File: config.mk
export PLATFORM = sky130hd
export DESIGN_NAME = csma_backoff_ctl
export DESIGN_NICKNAME = d
export VERILOG_FILES = /design/src/rtl/csma_pkg.sv /design/src/rtl/csma_lfsr.sv /design/src/rtl/csma_defer_timer.sv /design/src/rtl/csma_jam_gen.sv /design/src/rtl/csma_backoff_timer.sv /design/src/rtl/csma_backoff_ctl.sv
export SDC_FILE = /design/constraint.sdc
export NUM_CORES = 1
export LEC_CHECK = 0
export BUFFER_PORTS_ARGS = -buffer_cell sky130_fd_sc_hd__buf_2
export CAP_MARGIN = 20
export CORE_AREA = 2 2 76 78
export CTS_BUF_LIST = sky130_fd_sc_hd__clkbuf_16
export DETAILED_ROUTE_END_ITERATION = 10
export DIE_AREA = 0 0 78 80
export GPL_TIMING_DRIVEN = 0
export HOLD_SLACK_MARGIN = 0.06
export PLACE_DENSITY = 0.83
export SETUP_SLACK_MARGIN = 0.4
export SLEW_MARGIN = 10
export SYNTH_ARGS = -nofsm -noshare
export SYNTH_HDL_FRONTEND = slang
export SYNTH_SLANG_ARGS = --single-unit
File: constraint.sdc
create_clock -name clk -period 2.3 [get_ports clk]
set_input_delay 0 -clock clk [delete_from_list [all_inputs] [get_ports clk]]
set_output_delay 0 -clock clk [all_outputs]
set_load 0.02 [all_outputs]
File: src/rtl/csma_pkg.sv
package csma_pkg;
   typedef enum logic [1:0] {
      ST_IDLE    = 2'd0,
      ST_TX      = 2'd1,
      ST_JAM     = 2'd2,
      ST_BACKOFF = 2'd3
   } csma_state_e;
endpackage

File: src/rtl/csma_lfsr.sv
module csma_lfsr #(
   parameter int          W    = 16,
   parameter logic [W-1:0] TAPS = 16'hB400,
   parameter logic [W-1:0] SEED = 16'hACE1
) (
   input  logic         clk,
   input  logic         rst_n,
   output logic [W-1:0] q
);
   logic fb;
   assign fb = ^(q & TAPS);

   always_ff @(posedge clk or negedge rst_n) begin
      if (!rst_n) q <= SEED;
      else        q <= {q[W-2:0], fb};
   end
endmodule

File: src/rtl/csma_defer_timer.sv
module csma_defer_timer #(
   parameter int IFG_BITS = 96
) (
   input  logic clk,
   input  logic rst_n,
   input  logic bit_tick,
   input  logic busy,
   output logic idle_ok
);
   generate
      if (IFG_BITS == 0) begin : g_nogap
         assign idle_ok = ~busy;
      end else begin : g_gap
         localparam int CW = $clog2(IFG_BITS + 1);
         localparam logic [CW-1:0] GAP = CW'(IFG_BITS);
         logic [CW-1:0] cnt_q;
         always_ff @(posedge clk or negedge rst_n) begin
            if (!rst_n)                      cnt_q <= '0;
            else if (busy)                   cnt_q <= '0;
            else if (bit_tick && cnt_q != GAP) cnt_q <= cnt_q + 1'b1;
         end
         assign idle_ok = (cnt_q == GAP);
      end
   endgenerate
endmodule

File: src/rtl/csma_jam_gen.sv
module csma_jam_gen #(
   parameter int                 JAM_BITS = 32,
   parameter logic [JAM_BITS-1:0] PATTERN = 32'h5555_5555
) (
   input  logic clk,
   input  logic rst_n,
   input  logic active,
   input  logic bit_tick,
   output logic jam_bit,
   output logic last
);
   localparam int IW = (JAM_BITS > 1) ? $clog2(JAM_BITS) : 1;
   localparam logic [IW-1:0] LAST_IDX = IW'(JAM_BITS - 1);
   logic [IW-1:0] idx_q;

   assign last    = active && bit_tick && (idx_q == LAST_IDX);
   assign jam_bit = active & PATTERN[idx_q];

   always_ff @(posedge clk or negedge rst_n) begin
      if (!rst_n)        idx_q <= '0;
      else if (!active)  idx_q <= '0;
      else if (bit_tick) idx_q <= (idx_q == LAST_IDX) ? '0 : idx_q + 1'b1;
   end
endmodule

File: src/rtl/csma_backoff_timer.sv
module csma_backoff_timer #(
   parameter int SLOT_BITS = 512,
   parameter int CNT_W     = 10
) (
   input  logic             clk,
   input  logic             rst_n,
   input  logic             bit_tick,
   input  logic             load,
   input  logic [CNT_W-1:0] load_slots,
   output logic             expired
);
   localparam int SW = (SLOT_BITS > 1) ? $clog2(SLOT_BITS) : 1;
   localparam logic [SW-1:0] SLOT_LAST = SW'(SLOT_BITS - 1);
   logic [CNT_W-1:0] slots_q;
   logic [SW-1:0]    bitc_q;

   assign expired = (slots_q == '0);

   always_ff @(posedge clk or negedge rst_n) begin
      if (!rst_n) begin
         slots_q <= '0;
         bitc_q  <= '0;
      end else if (load) begin
         slots_q <= load_slots;
         bitc_q  <= '0;
      end else if (!expired && bit_tick) begin
         if (bitc_q == SLOT_LAST) begin
            bitc_q  <= '0;
            slots_q <= slots_q - 1'b1;
         end else begin
            bitc_q <= bitc_q + 1'b1;
         end
      end
   end
endmodule

File: src/rtl/csma_backoff_ctl.sv
module csma_backoff_ctl
   import csma_pkg::*;
#(
   parameter int          IFG_BITS      = 96,
   parameter int          SLOT_BITS     = 512,
   parameter int          JAM_BITS      = 32,
   parameter logic [31:0] JAM_PATTERN   = 32'h5555_5555,
   parameter int          BACKOFF_LIMIT = 10,
   parameter int          ATT_W         = 4,
   parameter int          LFSR_W        = 16,
   parameter logic [15:0] LFSR_TAPS     = 16'hB400,
   parameter logic [15:0] LFSR_SEED     = 16'hACE1
) (
   input  logic             clk,
   input  logic             rst_n,
   input  logic             bit_tick,
   input  logic             carrier_sense,
   input  logic             collision,
   input  logic             tx_pending,
   input  logic             tx_done,
   input  logic             clr_cmd,
   input  logic             irq_enable,
   output logic             tx_start,
   output logic             jam_active,
   output logic             jam_data,
   output logic             retry_req,
   output logic [ATT_W-1:0] attempt_cnt,
   output logic             coll_status,
   output logic             excess_status,
   output logic             irq
);
   localparam int K_W = $clog2(BACKOFF_LIMIT + 1);
   localparam logic [ATT_W-1:0] ATT_LAST = '1;

   initial begin : elab_checks
      if (LFSR_W < BACKOFF_LIMIT) $error("LFSR_W must cover BACKOFF_LIMIT bits");
      if (JAM_BITS < 1 || JAM_BITS > 32) $error("JAM_BITS out of range");
      if (SLOT_BITS < 1) $error("SLOT_BITS must be positive");
      if (ATT_W < 1) $error("ATT_W must be positive");
   end

   csma_state_e state_q, state_d;
   logic [LFSR_W-1:0]        lfsr_q;
   logic                     idle_ok, jam_last, bo_expired, bo_load, start_go;
   logic                     coll_evt, succ_evt, busy;
   logic [K_W-1:0]           k_exp;
   logic [BACKOFF_LIMIT-1:0] draw;

   csma_lfsr #(.W(LFSR_W), .TAPS(LFSR_TAPS[LFSR_W-1:0]), .SEED(LFSR_SEED[LFSR_W-1:0])) u_lfsr (
      .clk(clk), .rst_n(rst_n), .q(lfsr_q));

   assign busy = carrier_sense | (state_q == ST_TX) | (state_q == ST_JAM);

   csma_defer_timer #(.IFG_BITS(IFG_BITS)) u_defer (
      .clk(clk), .rst_n(rst_n), .bit_tick(bit_tick), .busy(busy), .idle_ok(idle_ok));

   csma_jam_gen #(.JAM_BITS(JAM_BITS), .PATTERN(JAM_PATTERN[JAM_BITS-1:0])) u_jam (
      .clk(clk), .rst_n(rst_n), .active(state_q == ST_JAM), .bit_tick(bit_tick),
      .jam_bit(jam_data), .last(jam_last));

   assign k_exp = (attempt_cnt > ATT_W'(BACKOFF_LIMIT)) ? K_W'(BACKOFF_LIMIT) : K_W'(attempt_cnt);
   assign draw  = lfsr_q[BACKOFF_LIMIT-1:0] & ~({BACKOFF_LIMIT{1'b1}} << k_exp);

   csma_backoff_timer #(.SLOT_BITS(SLOT_BITS), .CNT_W(BACKOFF_LIMIT)) u_backoff (
      .clk(clk), .rst_n(rst_n), .bit_tick(bit_tick), .load(bo_load),
      .load_slots(draw), .expired(bo_expired));

   assign coll_evt = (state_q == ST_TX) && collision;
   assign succ_evt = (state_q == ST_TX) && !collision && tx_done;
   assign bo_load  = (state_q == ST_JAM) && jam_last;

   always_comb begin
      state_d = state_q;
      unique case (state_q)
         ST_IDLE:    if (tx_pending && idle_ok && !carrier_sense) state_d = ST_TX;
         ST_TX:      if (collision) state_d = ST_JAM;
                     else if (tx_done) state_d = ST_IDLE;
         ST_JAM:     if (jam_last) state_d = ST_BACKOFF;
         ST_BACKOFF: if (bo_expired) state_d = ST_IDLE;
         default:    state_d = ST_IDLE;
      endcase
   end

   assign start_go   = (state_q == ST_IDLE) && (state_d == ST_TX);
   assign jam_active = (state_q == ST_JAM);
   assign irq        = excess_status & irq_enable;

   always_ff @(posedge clk or negedge rst_n) begin
      if (!rst_n) begin
         state_q       <= ST_IDLE;
         tx_start      <= 1'b0;
         retry_req     <= 1'b0;
         attempt_cnt   <= '0;
         coll_status   <= 1'b0;
         excess_status <= 1'b0;
      end else begin
         state_q   <= state_d;
         tx_start  <= start_go;
         retry_req <= bo_load;
         if (coll_evt)                 attempt_cnt <= attempt_cnt + 1'b1;
         else if (succ_evt || clr_cmd) attempt_cnt <= '0;
         if (coll_evt)     coll_status <= 1'b1;
         else if (clr_cmd) coll_status <= 1'b0;
         if (coll_evt && attempt_cnt == ATT_LAST) excess_status <= 1'b1;
         else if (clr_cmd)                        excess_status <= 1'b0;
      end
   end
endmodule

==> flow_metrics.py, run 1 <==
metrics = {
    "placement": {
        "post-place-cells": 375,
        "globalplace.congestion": 0.894,
        "dp_hpwl_mm": 4.37,
        "io_buffers": 18,
    },
    "die": {
        "initial_core_util": 0.528,
        "num_rows": 27,
        "io_pins": 20,
        "die_area_um2": 6240,
        "coreArea_um2": 5410,
        "die_height_um": 80,
        "die_w_um": 78,
    },
    "yosys": {
        "synth_fp_nets": 303,
        "synth.area.top_cells": "dfrtp_1, dfstp_2, ha_1, o21ai_0, a21oi_1",
        "synth_common_cells": "dfrtp_1, o21ai_0, nor2_1",
        "synth_adder_area_share": 0.0438,
        "synthSimpleGateAreaFrac": 0.192,
        "synth_top_family_by_area": "simple AND/OR/NAND/NOR gates",
        "yosysMostFrequentCell": "dfrtp_1",
        "synth_area_um2": 2860,
        "synthDistinctLibCells": 50,
        "ys.warnings.count": 0,
        "yosys.area.top_type": "dfrtp_1",
        "synth_top_area_frac": 0.429,
        "synth_ff_type": "dfrtp_1",
        "synth_compound_area_frac": 0.185,
        "ys_async_sr_fraction": 1.00,
        "ys_seq_area_frac": 0.503,
        "synthXorXnorAreaFrac": 0.0215,
        "synth-edff-count": 0,
        "synthMuxAreaShare": 0.0180,
        "syn_inst": 284,
        "synth_seq_cells": 57,
        "syn_avg_cell_area_um2": 10.1,
    },
    "min_path": {
        "whs_path_depth": 5,
        "min-delay-start": "tx_done",
        "hp-class": "in2reg",
        "whs_endpoint": "attempt_cnt[0]",
    },
    "routing": {
        "drt-initial-drc-count": 142,
        "finalWirelength_mm": 7.82,
        "vias": 2575,
        "drc": 0,
        "viasPerCell": 6.12,
        "avgRoutedWirePerCell_um": 18.6,
        "antenna_left": 0,
        "first_pass_iters": 5,
    },
    "worst_setup_path": {
        "cp_top_family": "simple AND/OR/NAND/NOR gates",
        "critPathMaxStageDelay_ps": 420,
        "rr_worst_depth": 9,
        "arrival_ps": 2590,
        "cp.required_ps": 2550,
        "path_cells": "ha_2 -> and3_4 -> and3_4 -> and3_4 -> ha_4 -> nand2_2 -> or3_4 -> or4_4 -> a31oi_1",
        "critPathKind": "reg2reg",
        "reg2reg_to": "u_backoff.slots_q[6]",
        "reg2reg_slack_ps": -50,
        "crit_path_top_delay_cell": "or4_4",
        "start_kind": "register",
        "worstSetupEndpointType": "register",
        "cp.depth": 9,
        "crit_buf_inv": 0,
        "path_max_fanout": 4,
        "cpMostUsedCell": "and3_4",
        "r2r-start": "u_backoff.bitc_q[0]",
    },
    "power_and_ir_drop": {
        "p_per_area_nw_per_um2": 921,
        "vdd_drop_max_v": 0.000611,
        "p_leak_nw": 1.71,
    },
    "finish": {
        "drive_gt1_frac": 0.318,
        "regArea_um2": 1440,
        "multi_input_area_um2": 1500,
        "stdcell_count": 421,
        "diodes": 0,
        "nets": 363,
        "fin_util": 0.713,
        "fill_cells": 368,
        "syn_to_final_growth_pct": 34.9,
    },
    "clock_network": {
        "clock_latency_ps": 330,
        "htree_levels": 3,
        "clockRootBuffer": "clkbuf_16",
        "cts_made_buffers": 9,
        "cts.sinks": 57,
        "cts_tree": "built",
        "clock_path_buffers": 2,
        "path_clk_slew_ps": 50,
    },
    "sta": {
        "worst_pin_slew_ps": 771,
        "report.final.hold_viol_count": 0,
        "fmax_mhz": 426,
        "postLayoutSetupSlackWorst_ps": -45.1,
        "rsz0062_at_grt": "yes",
        "fin_crit_ps": 2350,
        "fin_crit_sh": 1.02,
        "slew_headroom": 0.482,
        "fin_skew_ps": 9.13,
        "setup_viol_count_final": 1,
        "report.final.slew_viol_count": 0,
    },
    "grt": {
        "grt_antenna_before_repair": 0,
        "grt_use_total": 0.267,
        "grt_max_degree": 32,
        "grt_pass1_wl_mm": 12.7,
        "grt_overflow": 0,
        "grt_pass1_vias": 2592,
    },
    "flow_run": {
        "cap_violations": 0,
    },
    "status": {
        "outcome": "finished, violations left",
        "violations": "setup timing",
    },
}
[tightest hold or removal path, delay by kind of cell]
kind	cells	cell delay (ps)
compound gates	2	180
buf+inv	1	70
simple gates	2	170
[worst max-delay path by stage]
stage,from,endpoint,slack (ps)
floorplan,u_backoff.bitc_q[0],u_backoff.slots_q[6],70
global placement,u_backoff.bitc_q[0],u_backoff.slots_q[6],-60
detailed placement,u_backoff.bitc_q[0],u_backoff.slots_q[6],-120
CTS,u_backoff.bitc_q[0],u_backoff.slots_q[6],-20
global route,u_backoff.bitc_q[0],u_backoff.slots_q[6],-110
finish,u_backoff.bitc_q[0],u_backoff.slots_q[6],-50
[layer usage]
layer,GRT usage,up-vias,share of wire
li1,-,1173,-
met1,0.331,1277,0.41
met2,0.430,98,0.50
met3,0.0735,27,0.059
met4,0.132,0,0.030
met5,0,-,0
[layout by cell type (no fill, tap or decap), types with 4 or more instances in the layout]
cell type / count
a21oi_1: 14
a31oi_1: 7
a32o_1: 4
and2_1: 5
and3_4: 4
buf_2: 19
buf_4: 19
buf_6: 8
clkbuf_1: 4
clkbuf_16: 9
dfrtp_1: 49
dfstp_2: 8
dlygate4sd3_1: 6
ha_1: 6
inv_1: 12
mux2i_1: 4
nand2_1: 15
nand2b_1: 6
nand3_1: 7
nand4_1: 4
nor2_1: 16
nor2b_1: 4
o211ai_1: 5
o21ai_0: 18
o31ai_1: 4
or3_1: 5
xor2_1: 4
[final cells by class]
class	instances	share of cell area
clock buffer	9	0.0585
tap	72	0.0234
timing repair buffer	49	0.0968
buffer	15	0.0292
multi-input combinational	200	0.389
sequential	57	0.373
clock inverter	7	0.0185
inverter	12	0.0117
[cells by family after synthesis]
| group | Yosys count |
|---|---|
| mux | 5 |
| fa+ha+maj | 10 |
| flops | 57 |
| xor+xnor | 7 |
| simple gates | 98 |
| buf+inv | 27 |
| compound gates | 80 |
[metrics by stage]
stage	hold slack (ps)	worst slack, ps	cell area, um2	TNS [ps]	power (mW)
after floorplan	-296	70.5	2900	0	1.77
after global placement	216	-62.5	3080	-94.6	1.94
after detailed placement	86.2	-122	3100	-234	1.98
after CTS	128	-18.7	3700	-23.9	3.41
after global routing	164	-113	3850	-243	3.70
final	129	-45.1	3850	-45.1	3.55
[flip-flops by register name, indices dropped and copies added, names as in the netlist]
name,flops
attempt_cnt,4
coll_status,1
excess_status,1
retry_req,1
state_q,2
tx_start,1
u_backoff.bitc_q,9
u_backoff.slots_q,10
u_defer.g_gap.cnt_q,7
u_jam.idx_q,5
u_lfsr.q,16
[power by group]
| group | switching, mW | internal, mW |
|---|---|---|
| registers | 0.144 | 1.13 |
| logic | 0.521 | 0.438 |
| clock network | 0.477 | 0.836 |
[repair_timing]
item,4_1_cts,5_1_grt
gates resized for setup,38,20
hold buffers,6,0
setup endpoints to repair,21,21
cloned,1,0
endpoints found under the hold margin,28,0
buffers inserted,14,9
pin swaps,17,11
Power figures use the tool's default switching activity.
==> run 2: changes to the inputs <==
CORE_AREA = 2 2 78 80   (was 2 2 76 78)
DIE_AREA = 0 0 80 82   (was 0 0 78 80)
PLACE_DENSITY = 0.82   (was 0.83)
SYNTH_HIERARCHICAL = 1   (was unset)
==> run 2 against run 1 <==
Against the previous run: die area grew 5.1%; largest cell class unchanged; critical endpoint is now u_backoff/slots_q[7]; combinational power shrank 23%; design area increased by 1.4%; highest routed layer unchanged; via count fell by 4.3%; register-to-register slack better by 40 ps; the run still ends with setup timing left; setup slack gained 35 ps; sequential share of layout area shrank 0.44 points; first-iteration DRC count decreased by 3.5%; clock power increased by 7%; sequential cell count did not move; cell count grew 0.48%.
==> flow_metrics.py, run 2 <==
metrics = {
    "status": {
        "outcome": "finished, violations left",
        "violations": "setup timing",
    },
    "power_and_ir_drop": {
        "pwr-share-seq": 0.372,
        "clockPowerShare": 0.410,
        "power_mw": 3.41,
        "p_leak_nw": 1.72,
        "switching_share": 0.288,
        "p_per_area_nw_per_um2": 874,
        "p_int_mw": 2.43,
        "combinationalPowerShare": 0.217,
        "vdd_drop_max_v": 0.000719,
        "p_switching_uw": 982,
    },
    "finish": {
        "regArea_um2": 1440,
        "drive_gt1_frac": 0.351,
        "largest_register_ffs": 16,
        "syn_to_final_growth_pct": 31.0,
        "diodes": 0,
        "finalInstanceArea_um2": 3900,
        "fill_cells": 409,
        "stdcell_count": 423,
        "multi_input_area_um2": 1630,
        "final_cell_mix": "dfrtp_1, buf_2, nand2_1, buf_4, nor2_1",
        "top_register": "u_lfsr/q",
        "reg.largest.list": "u_lfsr/q (16), u_backoff/slots_q (10), u_backoff/bitc_q (9)",
        "final_common_cell": "dfrtp_1",
        "fin_util": 0.679,
        "nets": 361,
    },
    "placement": {
        "post-place-cells": 385,
        "dp_hpwl_mm": 4.18,
        "globalplace.congestion": 0.891,
        "io_buffers": 19,
        "placed_cell_area_um2": 3270,
    },
    "yosys": {
        "syn_inst": 290,
        "syn_avg_cell_area_um2": 10.3,
        "synth_seq_cells": 57,
        "synth_area_um2": 2980,
        "yosys.area.top_type": "dfrtp_1",
        "ys.warnings.count": 6,
        "synth.area.top_cells": "dfrtp_1, dfstp_2, ha_1, nor2b_1, nand2_1",
        "synth_ff_type": "dfrtp_1",
        "synth_top_area_frac": 0.412,
        "synthDistinctLibCells": 66,
        "synth_common_cells": "dfrtp_1, nand2_1, a21oi_1, nor2_1",
        "synth-edff-count": 0,
        "ys_seq_area_frac": 0.482,
        "yosysMostFrequentCell": "dfrtp_1",
        "synth_fp_nets": 308,
        "ys_async_sr_fraction": 1.00,
    },
    "sta": {
        "fin_crit_ps": 2310,
        "rsz0062_at_grt": "yes",
        "postLayoutSetupSlackWorst_ps": -10.0,
        "slew_headroom": 0.507,
        "fmax_mhz": 433,
        "worst_pin_slew_ps": 734,
        "report.final.hold_viol_count": 0,
        "report.final.slew_viol_count": 0,
        "fin_skew_ps": 3.72,
        "setup_viol_count_final": 1,
        "timing.setup.tns_ps": -10.0,
        "fin_crit_sh": 1.00,
    },
    "worst_setup_path": {
        "crit_buf_inv": 0,
        "critPathMaxStageDelay_ps": 440,
        "cpMostUsedCell": "and3_4",
        "rr_worst_depth": 9,
        "cp.required_ps": 2550,
        "crit_path_top_delay_cell": "or3_4",
        "path_max_fanout": 4,
        "worstSetupEndpointType": "register",
        "r2r-start": "u_backoff/bitc_q[1]",
        "start_kind": "register",
        "reg2reg_slack_ps": -10,
        "arrival_ps": 2560,
        "cp_top_family": "simple AND/OR/NAND/NOR gates",
        "path_cells": "ha_2 -> and3_4 -> and3_4 -> and3_4 -> ha_4 -> nor3b_4 -> nand4_1 -> or3_4 -> a21oi_2",
        "reg2reg_to": "u_backoff/slots_q[7]",
        "critPathKind": "reg2reg",
    },
    "grt": {
        "grt_pass1_vias": 2415,
        "grt_use_total": 0.218,
        "grt_antenna_before_repair": 0,
        "grt_pass1_wl_mm": 11.0,
        "grt_overflow": 0,
        "grt_max_degree": 37,
    },
    "min_path": {
        "whs_endpoint": "attempt_cnt[3]",
        "min-delay-start": "collision",
        "hp-class": "in2reg",
        "whs_path_depth": 3,
    },
    "clock_network": {
        "path_clk_slew_ps": 50,
        "clock_latency_ps": 320,
        "cts_tree": "built",
        "cts.sinks": 57,
        "clock_path_buffers": 2,
        "htree_levels": 3,
        "clockRootBuffer": "clkbuf_16",
        "cts_made_buffers": 9,
    },
    "routing": {
        "drc": 0,
        "avgRoutedWirePerCell_um": 16.0,
        "vias": 2464,
        "viasPerCell": 5.83,
        "antenna_left": 0,
        "first_pass_iters": 4,
        "finalWirelength_mm": 6.78,
        "drt-initial-drc-count": 137,
    },
    "die": {
        "die_area_um2": 6560,
        "num_rows": 28,
        "io_pins": 20,
        "initial_core_util": 0.519,
        "die_w_um": 80,
        "coreArea_um2": 5750,
        "die_height_um": 82,
    },
    "flow_run": {
        "cap_violations": 0,
    },
}
==> run 2: changes by cell type in the layout (fill, tap and decap cells not counted), sizes merged, moves of 4 or more <==
cell and change:
nand2 +5, a32o -4, a31oi -4, clkbuf -4, nand2b -5, nor4 -4
or3 +6, dlygate4sd3 -4, o211ai -5, nor2b +9
==> run 2: power by group through the flow <==
stage	logic, mW	registers, mW	clock network [mW]
after floorplan	0.429	1.25	0
after global placement	0.525	1.27	0
after detailed placement	0.561	1.28	0
after CTS	0.638	1.26	1.42
after global routing	0.823	1.29	1.47
final	0.741	1.27	1.40
==> run 2: repair_timing <==
item	CTS	global route
buffers inserted	7	12
hold buffers	2	0
gates cloned	1	0
hold endpoints to repair	26	0
pin swaps	6	9
resized for setup	12	28
endpoints found under the setup margin	23	20
==> run 2: logic make-up after synthesis <==
group,Yosys count,synth area share
AND/OR/NAND/NOR,118,0.246
XOR/XNOR,10,0.0294
buffers and inverters,22,0.0332
adder cells (fa/ha/maj),9,0.0378
flip-flops,57,0.482
multiplexers,8,0.0281
AO/OA/AOI/OAI,66,0.143
==> run 2: worst max-delay path by stage <==
stage,start,end,slack (ps),cells past startpoint
global placement,u_backoff/bitc_q[0],u_backoff/slots_q[7],80,9
global route,u_backoff/bitc_q[1],u_backoff/slots_q[7],-120,9
finish,u_backoff/bitc_q[1],u_backoff/slots_q[7],-10,9
CTS,u_backoff/bitc_q[1],u_backoff/slots_q[4],80,9
floorplan,u_backoff/bitc_q[0],u_backoff/slots_q[4],190,9
detailed placement,u_backoff/bitc_q[0],u_backoff/slots_q[4],20,9
==> run 2: layout make-up <==
class | instances | area share
Clock inverter | 7 | 0.0244
Buffer | 11 | 0.0240
Clock buffer | 9 | 0.0577
Sequential cell | 57 | 0.369
Inverter | 11 | 0.0106
Timing Repair Buffer | 42 | 0.0724
Tap cell | 75 | 0.0240
Multi-Input combinational cell | 211 | 0.418
==> run 2: layer usage <==
layer  global-route usage  share of wire
met1                0.259           0.42
met4               0.0881          0.021
met3               0.0604          0.045
met5                    0              0
met2                0.376           0.51
==> run 2: metrics by stage <==
step	setup slack (ps)	hold WS, ps
after floorplan	191	-296
after global placement	80.4	230
after detailed placement	23.6	11.3
after CTS	83.3	96.0
after global routing	-121	130
final	-10.0	105
==> run 2: worst reg2reg max path: stages (launching register included) <==
cell and delay (ps):
dfrtp_1 370, ha_2 200, and3_4 180, and3_4 190, and3_4 180, ha_4 150
nor3b_4 240, nand4_1 180, or3_4 440, a21oi_2 110
==> run 3: changes to the inputs <==
CORE_AREA = 2 2 77 79   (was 2 2 78 80)
DIE_AREA = 0 0 79 81   (was 0 0 80 82)
PLACE_DENSITY = 0.81   (was 0.82)
clock period = 2.6 ns   (was 2.3 ns; I/O delays follow)
==> run 3 against run 2 <==
Against the previous run: the flow now finishes without violations; worst hold slack worse by 7.9 ps; die area decreased by 2.5%; maximum frequency up 2.1%; core utilization is 2.0 points lower.
==> flow_metrics.py, run 3 (synthesis results as in run 2) <==
metrics = {
    "status": {
        "outcome": "complete, no violations",
    },
    "sta": {
        "timing.setup.tns_ps": 0,
        "fin_skew_ps": 6.30,
        "fmax_mhz": 442,
        "setup_viol_count_final": 0,
        "worst_pin_slew_ps": 784,
        "fin_crit_ps": 2260,
        "report.final.hold_viol_count": 0,
        "report.final.slew_viol_count": 0,
        "postLayoutSetupSlackWorst_ps": 337,
        "rsz0062_at_grt": "yes",
        "slew_headroom": 0.473,
        "fin_crit_sh": 0.870,
    },
    "die": {
        "die_w_um": 79,
        "die_height_um": 81,
        "io_pins": 20,
        "initial_core_util": 0.525,
        "coreArea_um2": 5680,
        "die_area_um2": 6400,
        "num_rows": 28,
    },
    "worst_setup_path": {
        "critPathMaxStageDelay_ps": 420,
        "path_cells": "ha_2 -> and3_4 -> and3_4 -> and3_4 -> ha_4 -> nand3_2 -> or3_4 -> or4_4 -> nand3_2",
        "cp.required_ps": 2860,
        "r2r-start": "u_backoff/bitc_q[0]",
        "reg2reg_to": "u_backoff/slots_q[4]",
        "start_kind": "register",
        "path_max_fanout": 5,
        "rr_worst_depth": 9,
        "reg2reg_slack_ps": 340,
        "critPathKind": "reg2reg",
        "cpMostUsedCell": "and3_4",
        "worstSetupEndpointType": "register",
        "crit_path_top_delay_cell": "or4_4",
        "arrival_ps": 2520,
    },
    "clock_network": {
        "htree_levels": 3,
        "path_clk_slew_ps": 60,
        "clockRootBuffer": "clkbuf_16",
        "cts.sinks": 57,
        "cts_tree": "built",
        "clock_latency_ps": 320,
        "clock_path_buffers": 2,
        "cts_made_buffers": 9,
    },
    "placement": {
        "dp_slack_ps": 8.67,
        "io_buffers": 19,
        "globalplace.congestion": 0.862,
        "dp_hpwl_mm": 4.06,
    },
    "power_and_ir_drop": {
        "vdd_drop_max_v": 0.000469,
        "p_per_area_nw_per_um2": 803,
        "p_leak_nw": 1.67,
    },
    "routing": {
        "drt-initial-drc-count": 146,
        "antenna_left": 0,
        "first_pass_iters": 4,
        "viasPerCell": 5.71,
        "finalWirelength_mm": 6.53,
        "vias": 2357,
        "drc": 0,
        "avgRoutedWirePerCell_um": 15.8,
    },
    "grt": {
        "grt_antenna_before_repair": 0,
        "grt_pass1_vias": 2353,
        "grt_use_total": 0.225,
        "grt_overflow": 0,
        "grt_max_degree": 33,
        "grt_pass1_wl_mm": 11.0,
    },
    "finish": {
        "final_common_cell": "dfrtp_1",
        "final_cell_mix": "dfrtp_1, nand2_1, buf_2",
        "regArea_um2": 1440,
        "diodes": 0,
        "top_register": "u_lfsr/q",
        "syn_to_final_growth_pct": 25.7,
        "nets": 351,
        "fill_cells": 430,
        "largest_register_ffs": 16,
        "reg.largest.list": "u_lfsr/q (16), u_backoff/slots_q (10), u_backoff/bitc_q (9)",
        "drive_gt1_frac": 0.290,
        "multi_input_area_um2": 1560,
    },
    "min_path": {
        "min-delay-start": "collision",
        "hp-class": "in2reg",
        "whs_path_depth": 3,
        "whs_endpoint": "state_q[1]",
    },
    "flow_run": {
        "cap_violations": 0,
    },
}
[run 3: cell types whose count changed in the layout (fill, tap and decap cells not counted), sizes merged]
cell,delta
buf,-11
clkinv,+2
clkinvlp,-3
bufinv,+1
clkbuf,+1
[run 3: area by class of cell]
class / instances / area share
Clock inverter: 7 / 0.0291
Buffer: 11 / 0.0197
Timing Repair Buffer: 32 / 0.0561
Clock buffer: 9 / 0.0601
Tap cell: 75 / 0.0251
Sequential cell: 57 / 0.384
Multi-Input combinational cell: 211 / 0.415
Inverter: 11 / 0.0110
[run 3: worst max path at each step]
stage	startpoint	end	slack, ps	cells past startpoint
2_1_floorplan	u_backoff/bitc_q[0]	u_backoff/bitc_q[6]	410	8
3_3_place_gp	u_jam/idx_q[0]	u_backoff/slots_q[1]	60	9
3_5_place_dp	u_jam/idx_q[0]	u_backoff/slots_q[9]	9	9
4_1_cts	u_backoff/bitc_q[0]	u_backoff/slots_q[4]	390	9
5_1_grt	u_backoff/bitc_q[0]	u_backoff/slots_q[4]	290	9
6_report	u_backoff/bitc_q[0]	u_backoff/slots_q[4]	340	9
[run 3: metrics by stage]
step / total power, mW / hold slack, ps / cells / area, um2 / utilization
final: 3.01 / 96.7 / 413 / 3740 / 0.660
after global placement: 1.57 / 230 / 384 / 3170 / 0.559
after floorplan: 1.46 / -296 / 290 / 2980 / -
after detailed placement: 1.60 / 57.5 / 385 / 3190 / 0.562
after global routing: 3.15 / 122 / 413 / 3740 / 0.660
after CTS: 2.99 / 86.2 / 409 / 3650 / 0.643
[run 3: metal layers]
layer | wire length [um] | track usage
met1 | 2930 | 0.272
met4 | 102 | 0.0897
met2 | 3260 | 0.388
met5 | 0 | 0
met3 | 235 | 0.0567
[run 3: critical path: cells and delay by family (launching register included)]
family | cells | cell delay (ps)
flops | 1 | 350
fa+ha+maj | 2 | 350
simple gates | 7 | 1490
[run 3: what timing repair did]
item,in CTS,in global routing
buffers inserted,6,4
endpoints found under the hold margin,29,0
setup endpoints to repair,19,14
cloned,0,0
pin swaps,1,4
hold buffers,2,0
gates resized for setup,17,16
[run 3: report_power, final]
part	switching, mW	internal (mW)	total (mW)
sequential	0.128	0.995	1.12
combinational	0.296	0.266	0.562
clock	0.396	0.926	1.32
total	0.820	2.19	3.01
